**src/rtl/kwake_pkg.sv**
```systemverilog
package kwake_pkg;

    localparam int DW        = 4;
    localparam int NREG      = 3;
    localparam int SELW      = 2;
    localparam int NPAIR     = 4;
    localparam int PAIR_PINS = 2;
    localparam int NPINS     = NPAIR * PAIR_PINS + 1;
    localparam int NSRC      = NPAIR + 1;

    typedef enum logic [SELW-1:0] {
        SEL_ARM   = 2'd0,
        SEL_MODE  = 2'd1,
        SEL_IRQ   = 2'd2,
        SEL_SPARE = 2'd3
    } reg_sel_e;

    typedef struct packed {
        logic armed;
        logic by_level;
        logic act_high;
    } src_cfg_t;

    // Pairs 0/1 carry no mode bits: fixed low-level wake.
    // Pairs 2/3 take polarity from bit 2k and mode from bit 2k+1 of the mode word.
    function automatic src_cfg_t pair_cfg(input logic [DW-1:0] arm_w,
                                          input logic [DW-1:0] mode_w,
                                          input int idx);
        src_cfg_t c;
        c.armed = arm_w[idx];
        if (idx < 2) begin
            c.by_level = 1'b1;
            c.act_high = 1'b0;
        end else begin
            c.act_high = mode_w[2*(idx-2)];
            c.by_level = mode_w[2*(idx-2)+1];
        end
        return c;
    endfunction

    // Interrupt pin: mode bit reversed (1 = edge).
    function automatic src_cfg_t irq_cfg(input logic [DW-1:0] irq_w,
                                         input logic act_high);
        src_cfg_t c;
        c.armed    = irq_w[0];
        c.by_level = ~irq_w[1];
        c.act_high = act_high;
        return c;
    endfunction

endpackage

```
**src/rtl/kwake_regs.sv**
```systemverilog
module kwake_regs
    import kwake_pkg::*;
(
    input  logic            clk_i,
    input  logic            rst_i,
    input  logic [SELW-1:0] sel_i,
    input  logic            we_i,
    input  logic [DW-1:0]   wdata_i,
    output logic [DW-1:0]   rdata_o,
    output logic [DW-1:0]   arm_o,
    output logic [DW-1:0]   mode_o,
    output logic [DW-1:0]   irq_o
);

    logic [DW-1:0] bank_q [NREG];

    for (genvar g = 0; g < NREG; g++) begin : g_word
        always_ff @(posedge clk_i) begin
            if (rst_i)
                bank_q[g] <= '0;
            else if (we_i && (sel_i == SELW'(g)))
                bank_q[g] <= wdata_i;
        end

        AST_WORD_HOLDS: assert property (@(posedge clk_i) disable iff (rst_i)
            !(we_i && (sel_i == SELW'(g))) |=> $stable(bank_q[g]));
    end

    always_comb begin
        rdata_o = '0;
        for (int i = 0; i < NREG; i++)
            if (sel_i == SELW'(i))
                rdata_o = bank_q[i];
    end

    assign arm_o  = bank_q[SEL_ARM];
    assign mode_o = bank_q[SEL_MODE];
    assign irq_o  = bank_q[SEL_IRQ];

    AST_SPARE_READS_ZERO: assert property (@(posedge clk_i) disable iff (rst_i)
        (sel_i == SEL_SPARE) |-> (rdata_o == '0));

endmodule

```
**src/rtl/kwake_sync.sv**
```systemverilog
module kwake_sync #(
    parameter int WIDTH  = 1,
    parameter int STAGES = 2
) (
    input  logic             clk_i,
    input  logic             rst_i,
    input  logic [WIDTH-1:0] d_i,
    output logic [WIDTH-1:0] q_o
);

    logic [WIDTH-1:0] stage_q [STAGES];

    for (genvar s = 0; s < STAGES; s++) begin : g_stage
        always_ff @(posedge clk_i) begin
            if (rst_i)
                stage_q[s] <= '0;
            else if (s == 0)
                stage_q[s] <= d_i;
            else
                stage_q[s] <= stage_q[(s > 0) ? s-1 : 0];
        end
    end

    assign q_o = stage_q[STAGES-1];

endmodule

```
**src/rtl/kwake_src.sv**
```systemverilog
module kwake_src
    import kwake_pkg::*;
#(
    parameter int PINS = 2
) (
    input  logic            clk_i,
    input  logic            rst_i,
    input  logic            pd_i,
    input  src_cfg_t        cfg_i,
    input  logic [PINS-1:0] pins_i,
    output logic            hit_o
);

    logic [PINS-1:0] prev_q;
    logic [PINS-1:0] at_level;
    logic [PINS-1:0] edge_seen;
    logic            held_q;
    logic            keep;

    // History follows the sample every cycle, so arming never sees a stale value.
    always_ff @(posedge clk_i) begin
        if (rst_i) prev_q <= '0;
        else       prev_q <= pins_i;
    end

    assign at_level  = cfg_i.act_high ? pins_i : ~pins_i;
    assign edge_seen = cfg_i.act_high ? (pins_i & ~prev_q) : (~pins_i & prev_q);
    assign keep      = pd_i && cfg_i.armed && !cfg_i.by_level;

    always_ff @(posedge clk_i) begin
        if (rst_i) held_q <= 1'b0;
        else       held_q <= keep && (held_q || (|edge_seen));
    end

    assign hit_o = cfg_i.armed && (cfg_i.by_level ? (|at_level) : held_q);

    AST_UNARMED_QUIET: assert property (@(posedge clk_i) disable iff (rst_i)
        !cfg_i.armed |-> !hit_o);

    AST_EDGE_HELD: assert property (@(posedge clk_i) disable iff (rst_i)
        (held_q && keep) |=> held_q);

endmodule

```
**src/rtl/kwake_ctrl.sv**
```systemverilog
module kwake_ctrl
    import kwake_pkg::*;
#(
    parameter bit IRQ_ACT_HIGH = 1'b1
) (
    input  logic             clk_i,
    input  logic             rst_i,
    input  logic [SELW-1:0]  sel_i,
    input  logic             we_i,
    input  logic [DW-1:0]    wdata_i,
    output logic [DW-1:0]    rdata_o,
    input  logic [3:0]       port_a_i,
    input  logic [3:0]       port_b_i,
    input  logic             irq_i,
    input  logic             pd_i,
    output logic             wake_o
);

    logic [DW-1:0]    arm_w, mode_w, irq_w;
    logic [NPINS-1:0] raw_pins, sync_pins;
    logic [NSRC-1:0]  hits;

    kwake_regs u_regs (
        .clk_i   (clk_i),
        .rst_i   (rst_i),
        .sel_i   (sel_i),
        .we_i    (we_i),
        .wdata_i (wdata_i),
        .rdata_o (rdata_o),
        .arm_o   (arm_w),
        .mode_o  (mode_w),
        .irq_o   (irq_w)
    );

    // Layout: [3:0] port A, [7:4] port B, [8] interrupt pin.
    assign raw_pins = {irq_i, port_b_i, port_a_i};

    kwake_sync #(.WIDTH(NPINS), .STAGES(2)) u_sync (
        .clk_i (clk_i),
        .rst_i (rst_i),
        .d_i   (raw_pins),
        .q_o   (sync_pins)
    );

    for (genvar g = 0; g < NPAIR; g++) begin : g_pair
        kwake_src #(.PINS(PAIR_PINS)) u_src (
            .clk_i  (clk_i),
            .rst_i  (rst_i),
            .pd_i   (pd_i),
            .cfg_i  (pair_cfg(arm_w, mode_w, g)),
            .pins_i (sync_pins[PAIR_PINS*g +: PAIR_PINS]),
            .hit_o  (hits[g])
        );
    end

    kwake_src #(.PINS(1)) u_irq_src (
        .clk_i  (clk_i),
        .rst_i  (rst_i),
        .pd_i   (pd_i),
        .cfg_i  (irq_cfg(irq_w, IRQ_ACT_HIGH)),
        .pins_i (sync_pins[NPINS-1 +: 1]),
        .hit_o  (hits[NPAIR])
    );

    assign wake_o = pd_i && (|hits);

    AST_AWAKE_QUIET: assert property (@(posedge clk_i) disable iff (rst_i)
        !pd_i |-> !wake_o);

    AST_NO_SOURCE_NO_WAKE: assert property (@(posedge clk_i) disable iff (rst_i)
        (arm_w == '0 && irq_w[0] == 1'b0) |-> !wake_o);

endmodule

```
**config.mk**
```make
export PLATFORM = sky130hd
export DESIGN_NAME = kwake_ctrl
export DESIGN_NICKNAME = d
export VERILOG_FILES = /design/src/rtl/kwake_pkg.sv /design/src/rtl/kwake_regs.sv /design/src/rtl/kwake_sync.sv /design/src/rtl/kwake_src.sv /design/src/rtl/kwake_ctrl.sv
export SDC_FILE = /design/constraint.sdc
export NUM_CORES = 1
export LEC_CHECK = 0
export BUFFER_PORTS_ARGS = -buffer_cell sky130_fd_sc_hd__buf_2
export CAP_MARGIN = 10
export CORE_UTILIZATION = 30
export CTS_CLUSTER_DIAMETER = 30
export DETAILED_ROUTE_END_ITERATION = 8
export HOLD_SLACK_MARGIN = 0.12
export PLACE_DENSITY_LB_ADDON = 0.1
export SLEW_MARGIN = 0
export SYNTH_ARGS = -nofsm -noshare
export SYNTH_HDL_FRONTEND = slang
export SYNTH_SLANG_ARGS = --single-unit
```
**constraint.sdc**
```tcl
create_clock -name clk_i -period 2.6 [get_ports clk_i]
set_input_delay 0.26 -clock clk_i [delete_from_list [all_inputs] [get_ports clk_i]]
set_output_delay 0.26 -clock clk_i [all_outputs]
set_load 0.1 [all_outputs]
```
Word-level counts from Yosys, hierarchy flattened

Memory sizes are Yosys's and may differ from the RTL's.
Index checks and enable logic that the tools add are counted.

Bits in registers: 8
Input port bits: 19
Logic and storage cells: 85
Bits in writable memories: 30
Output and inout port bits: 5
Memories kept: 2

Eq/ne operators: 2
Bitwise gates (word level): 17
Mux-type cells: 27
Reduce and logical (&&, ||, !) cells: 31

Memory list:

| memory         | depth | bits a word | rd ports | clocked after Yosys merged registers in | write ports | line             | text |
|---|---|---|---|---|---|---|---|
| u_sync.stage_q | 2     | 9           | 2        | 0                                       | 2           | kwake_sync.sv:11 | `logic [WIDTH-1:0] stage_q [STAGES];` |
| u_regs.bank_q  | 3     | 4           | 3        | 0                                       | 3           | kwake_regs.sv:15 | `logic [DW-1:0] bank_q [NREG];` |

Operator list:

| cell               | count |
|---|---|
| $mux 4             | 6 |
| $logic_and 1x1->1  | 18 |
| $mux 9             | 2 |
| $mux 1             | 15 |
| $not 2->2          | 6 |
| $reduce_or 2->1    | 6 |
| $and 2x2->2        | 4 |
| $mux 2             | 4 |
| $or 1x1->1         | 5 |
| $reduce_or 5->1    | 1 |
| $logic_or 1x1->1   | 3 |
| $eq 2x1->1 const B | 1 |
| $eq 2x2->1 const B | 1 |
| $logic_not 1->1    | 2 |
| $logic_not 2->1    | 1 |
| $and 1x1->1        | 1 |
| $not 1->1          | 1 |

Longest topological paths before layout

An unclocked memory read counts as a cell.

Depth in word-level cells: 8
Mapped depth: 4

Hierarchy

From an unflattened synthesis, not the netlist that was laid out.

Cell total of the unflattened synthesis: 175
Area total of the unflattened synthesis: 1,879.3 µm²

By module, submodules not included:

| module                           | cells an instance | area an instance (µm²) | sequential area each (µm²) | times used |
|---|---|---|---|---|
| kwake_src at g_pair[0].u_src ... | 19                | 167.7                  | 60.1                       | 4 |
| kwake_regs                       | 46                | 584.3                  | 360.3                      | 1 |
| kwake_sync                       | 37                | 489.2                  | 360.3                      | 1 |
| kwake_src at u_irq_src           | 11                | 108.9                  | 40.0                       | 1 |
| kwake_ctrl                       | 5                 | 26.3                   | 0.0                        | 1 |

Worst setup path before layout

No wires, ideal clock.

Kind: input port to output port
From: input sel_i[0]
To: output rdata_o[1]
Stages on the path: 3
Path slack: -317 ps
Data required time: 2,340 ps
Arrival time: 2,657 ps
Path through: buf_2 > mux2i_1 > o21ai_0

Cells in the longest elaborated chain, start to end: 4
Elaborated cells between the ends (all ways): 6
Those cells by class: eq/ne (2); mux (3); reduce/logical (1)

Ends and longest elaborated chain:

| element              | line             | text |
|---|---|---|
| from (decl)          | kwake_ctrl.sv:8  | `input logic [SELW-1:0] sel_i,` |
| $logic_not 2->1      | kwake_regs.sv:32 | `if (sel_i == SELW'(i))` |
| $mux 4 (2 in series) | kwake_regs.sv:32 |  |
| $mux 4 (*)           | kwake_regs.sv:32 |  |
| to (decl)            | kwake_ctrl.sv:11 | `output logic [DW-1:0] rdata_o,` |

Mark *: on every way between the ends. The rest lies on a longest branch, timed or not.

==> results.py <==
metrics = {
    "sta": {
        "fin_crit_ns": 2.21,
        "setup_tns_ns": 0,
        "grt_setup_unrepaired": "no",
        "worst_pin_slew_ns": 0.490,
        "fin_hold_ws_ns": 0.183,
        "max_freq_ghz": 0.453,
        "setup_violations": 0,
        "fin_ws_ns": 0.392,
        "relSlewSlack_pct": 67.6,
        "hold_viol_final": 0,
        "fin_skew_ns": 0.00232,
        "drv_slew": 0,
        "post-route-period-util_pct": 84.9,
    },
    "placement": {
        "dp_hpwl_mm": 2.06,
        "routabilityCongestion": 0.792,
        "pre_cts_ws_ns": 0.698,
        "dp_cells": 200,
        "port_buffers": 23,
    },
    "floorplan": {
        "start_util_pct": 32.1,
        "die_x_um": 71.2,
        "dieArea_um2": 5060,
        "die_height_um": 71.2,
        "row_count": 24,
        "core_area_um2": 4470,
        "io_pins": 24,
    },
    "synthesis": {
        "synthArstFlopShare_pct": 0,
        "yosys-top-cells-area": "dfxtp_1 (36%), edfxtp_1 (25%), nor2b_1 (8.3%)",
        "ys_warn_count": 0,
        "syn-cell-area_um2": 1440,
        "syn_inst": 129,
        "synth-seq-cells": 38,
        "synth_top_cell_by_area": "dfxtp_1",
        "yosysSeqAreaShare_pct": 61.4,
        "ys_types": 30,
        "synthesis.nets": 148,
        "synth.avg_cell_area_um2": 11.1,
        "synth_top_area_share_pct": 36.3,
        "synth-main-ff-cell": "dfxtp_1",
        "synth_edf_count": 12,
    },
    "pwr": {
        "vdd_drop_max_uv": 230,
        "p_per_area_nw_per_um2": 701,
        "power_leakage_uw": 0.000668,
    },
    "min_path": {
        "worstHoldPathType": "input port to flop",
    },
    "cts": {
        "clock_sinks": 38,
        "cts.path.max_buffers": 2,
        "cts_resized": 0,
        "cts_made_buffers": 5,
        "cts_root_buf": "clkbuf_8",
        "htree_levels": 2,
        "hold_buffers": 0,
        "worstSkewPairLatency_ns": 0.28,
        "cts_tree": "built",
        "clk_transition_reported_paths_ns": 0.07,
        "postCtsSetupBuffers": 0,
    },
    "setup_path": {
        "cp.required_ns": 2.34,
        "critPathMaxFanout": 3,
        "startpoint_type": "flop",
        "cp_data_arrival_time_ns": 1.95,
        "crit_path_end_kind": "primary output",
        "critPathKind": "flop to primary output",
    },
    "finish": {
        "antenna_cells": 0,
        "instances_no_fill": 208,
        "layout.nets": 174,
        "nFillCells": 468,
        "layout-drive-gt1-share_pct": 19.2,
        "postLayoutCoreUtil_pct": 37.5,
        "areaGrowthSynthToFinish_pct": 17.0,
    },
    "route": {
        "vias": 964,
        "drt_iter0_drc": 32,
        "ant_nets": 0,
        "remaining_drc_errors": 0,
        "wl_per_cell_um": 13.2,
        "vias_per_cell": 4.63,
        "firstDrtPassIters": 6,
        "wl_mm": 2.74,
    },
    "grt": {
        "grt_pass1_vias": 995,
        "grt_pass1_wl_mm": 4.74,
        "gr-total-overflow": 0,
        "grt_max_degree": 29,
        "grt_usage_pct": 12.5,
        "antenna_found_initial": 0,
    },
    "outcome": {
        "status": "complete, no violations",
    },
    "run": {
        "drv_cap": 0,
    },
}
-- final timing paths --
path / start / to / slack (ns) / cells after the start
min reg2reg: u_sync.stage_q[0][1] / u_sync.stage_q[1][1] / 0.44 / 1
max: u_regs.bank_q[2][1] / wake_o / 0.39 / 4
max reg2reg: u_sync.stage_q[1][6] / g_pair[3].u_src.held_q / 1.50 / 4
min: port_a_i[0] / u_sync.stage_q[0][0] / 0.18 / 2
-- power breakdown --
group	switching (uW)	internal [uW]
Sequential	16.8	642
Clock	191	184
Combinational	100	43.0
-- cells in the mapped netlist (2+ instances only) --
cell	instances
a221o_1	2
dfxtp_1	26
a21oi_1	3
nor2b_1	19
inv_1	7
mux2i_1	4
o21ai_0	4
and2_1	12
edfxtp_1	12
o221ai_1	2
buf_2	2
nor3_1	3
nand2b_1	2
nor2_1	6
nand4_1	2
nand2_1	7
a21o_1	2
nor4b_1	2
-- worst max-delay path, stage by stage, from the launching register on --
cell	delay (ns)
edfxtp_1	0.43
mux2_1	0.33
a222oi_1	0.40
a41oi_1	0.18
buf_2	0.32
-- state kept, by name (all words and copies together), names as in the netlist --
signal,count
u_regs.bank_q,12
u_irq_src.prev_q,1
u_irq_src.held_q,1
g_pair.u_src.held_q,2
g_pair.u_src.prev_q,4
u_sync.stage_q,18
-- cell usage in the layout, fill, tap and decap left out, types with 2 or more instances in the layout --
cell       n
inv_1      7
o21ai_1    4
buf_2     23
nand2_1    7
o221ai_1   2
a221o_1    2
nor2b_1   19
dfxtp_1   26
mux2i_1    4
nand2b_1   2
nor2_1     6
clkbuf_8   5
a21oi_1    3
nor3_1     3
nor4b_1    2
edfxtp_1  12
nand4_1    2
and2_1    12
a21o_1     2
-- cell families after synthesis --
group	Yosys count	synth area share (%)
muxes	5	3.57
AOI/OAI and AO/OA	17	8.63
buffers and inverters	11	3.05
DFF	38	61.4
and+or+nand+nor	58	23.4
-- per-stage QoR --
stage | total power (uW) | cell area (um2)
after floorplan | 776 | 1440
after global placement | 814 | 1600
after detailed placement | 817 | 1600
after CTS | 1190 | 1680
after global routing | 1230 | 1680
final | 1180 | 1680
-- layer usage --
layer / track usage [%] / vias up / part of all wire [%]
li1: - / 497 / -
met1: 15.3 / 442 / 47
met2: 19.8 / 21 / 47
met3: 4.56 / 4 / 4.5
met4: 5.56 / 0 / 1.5
met5: 0 / - / 0
-- cell type report --
class                           count  area, um2  area share (%)
Clock buffer                        6       72.6            4.32
Multi-Input combinational cell     80        510            30.4
Sequential cell                    38        881            52.5
Inverter                            7       26.3            1.56
Timing Repair Buffer               23        115            6.86
Tap cell                           52       65.1            3.87
Clock inverter                      2       8.76           0.522
No activity file was read; power rests on OpenSTA's default activity.
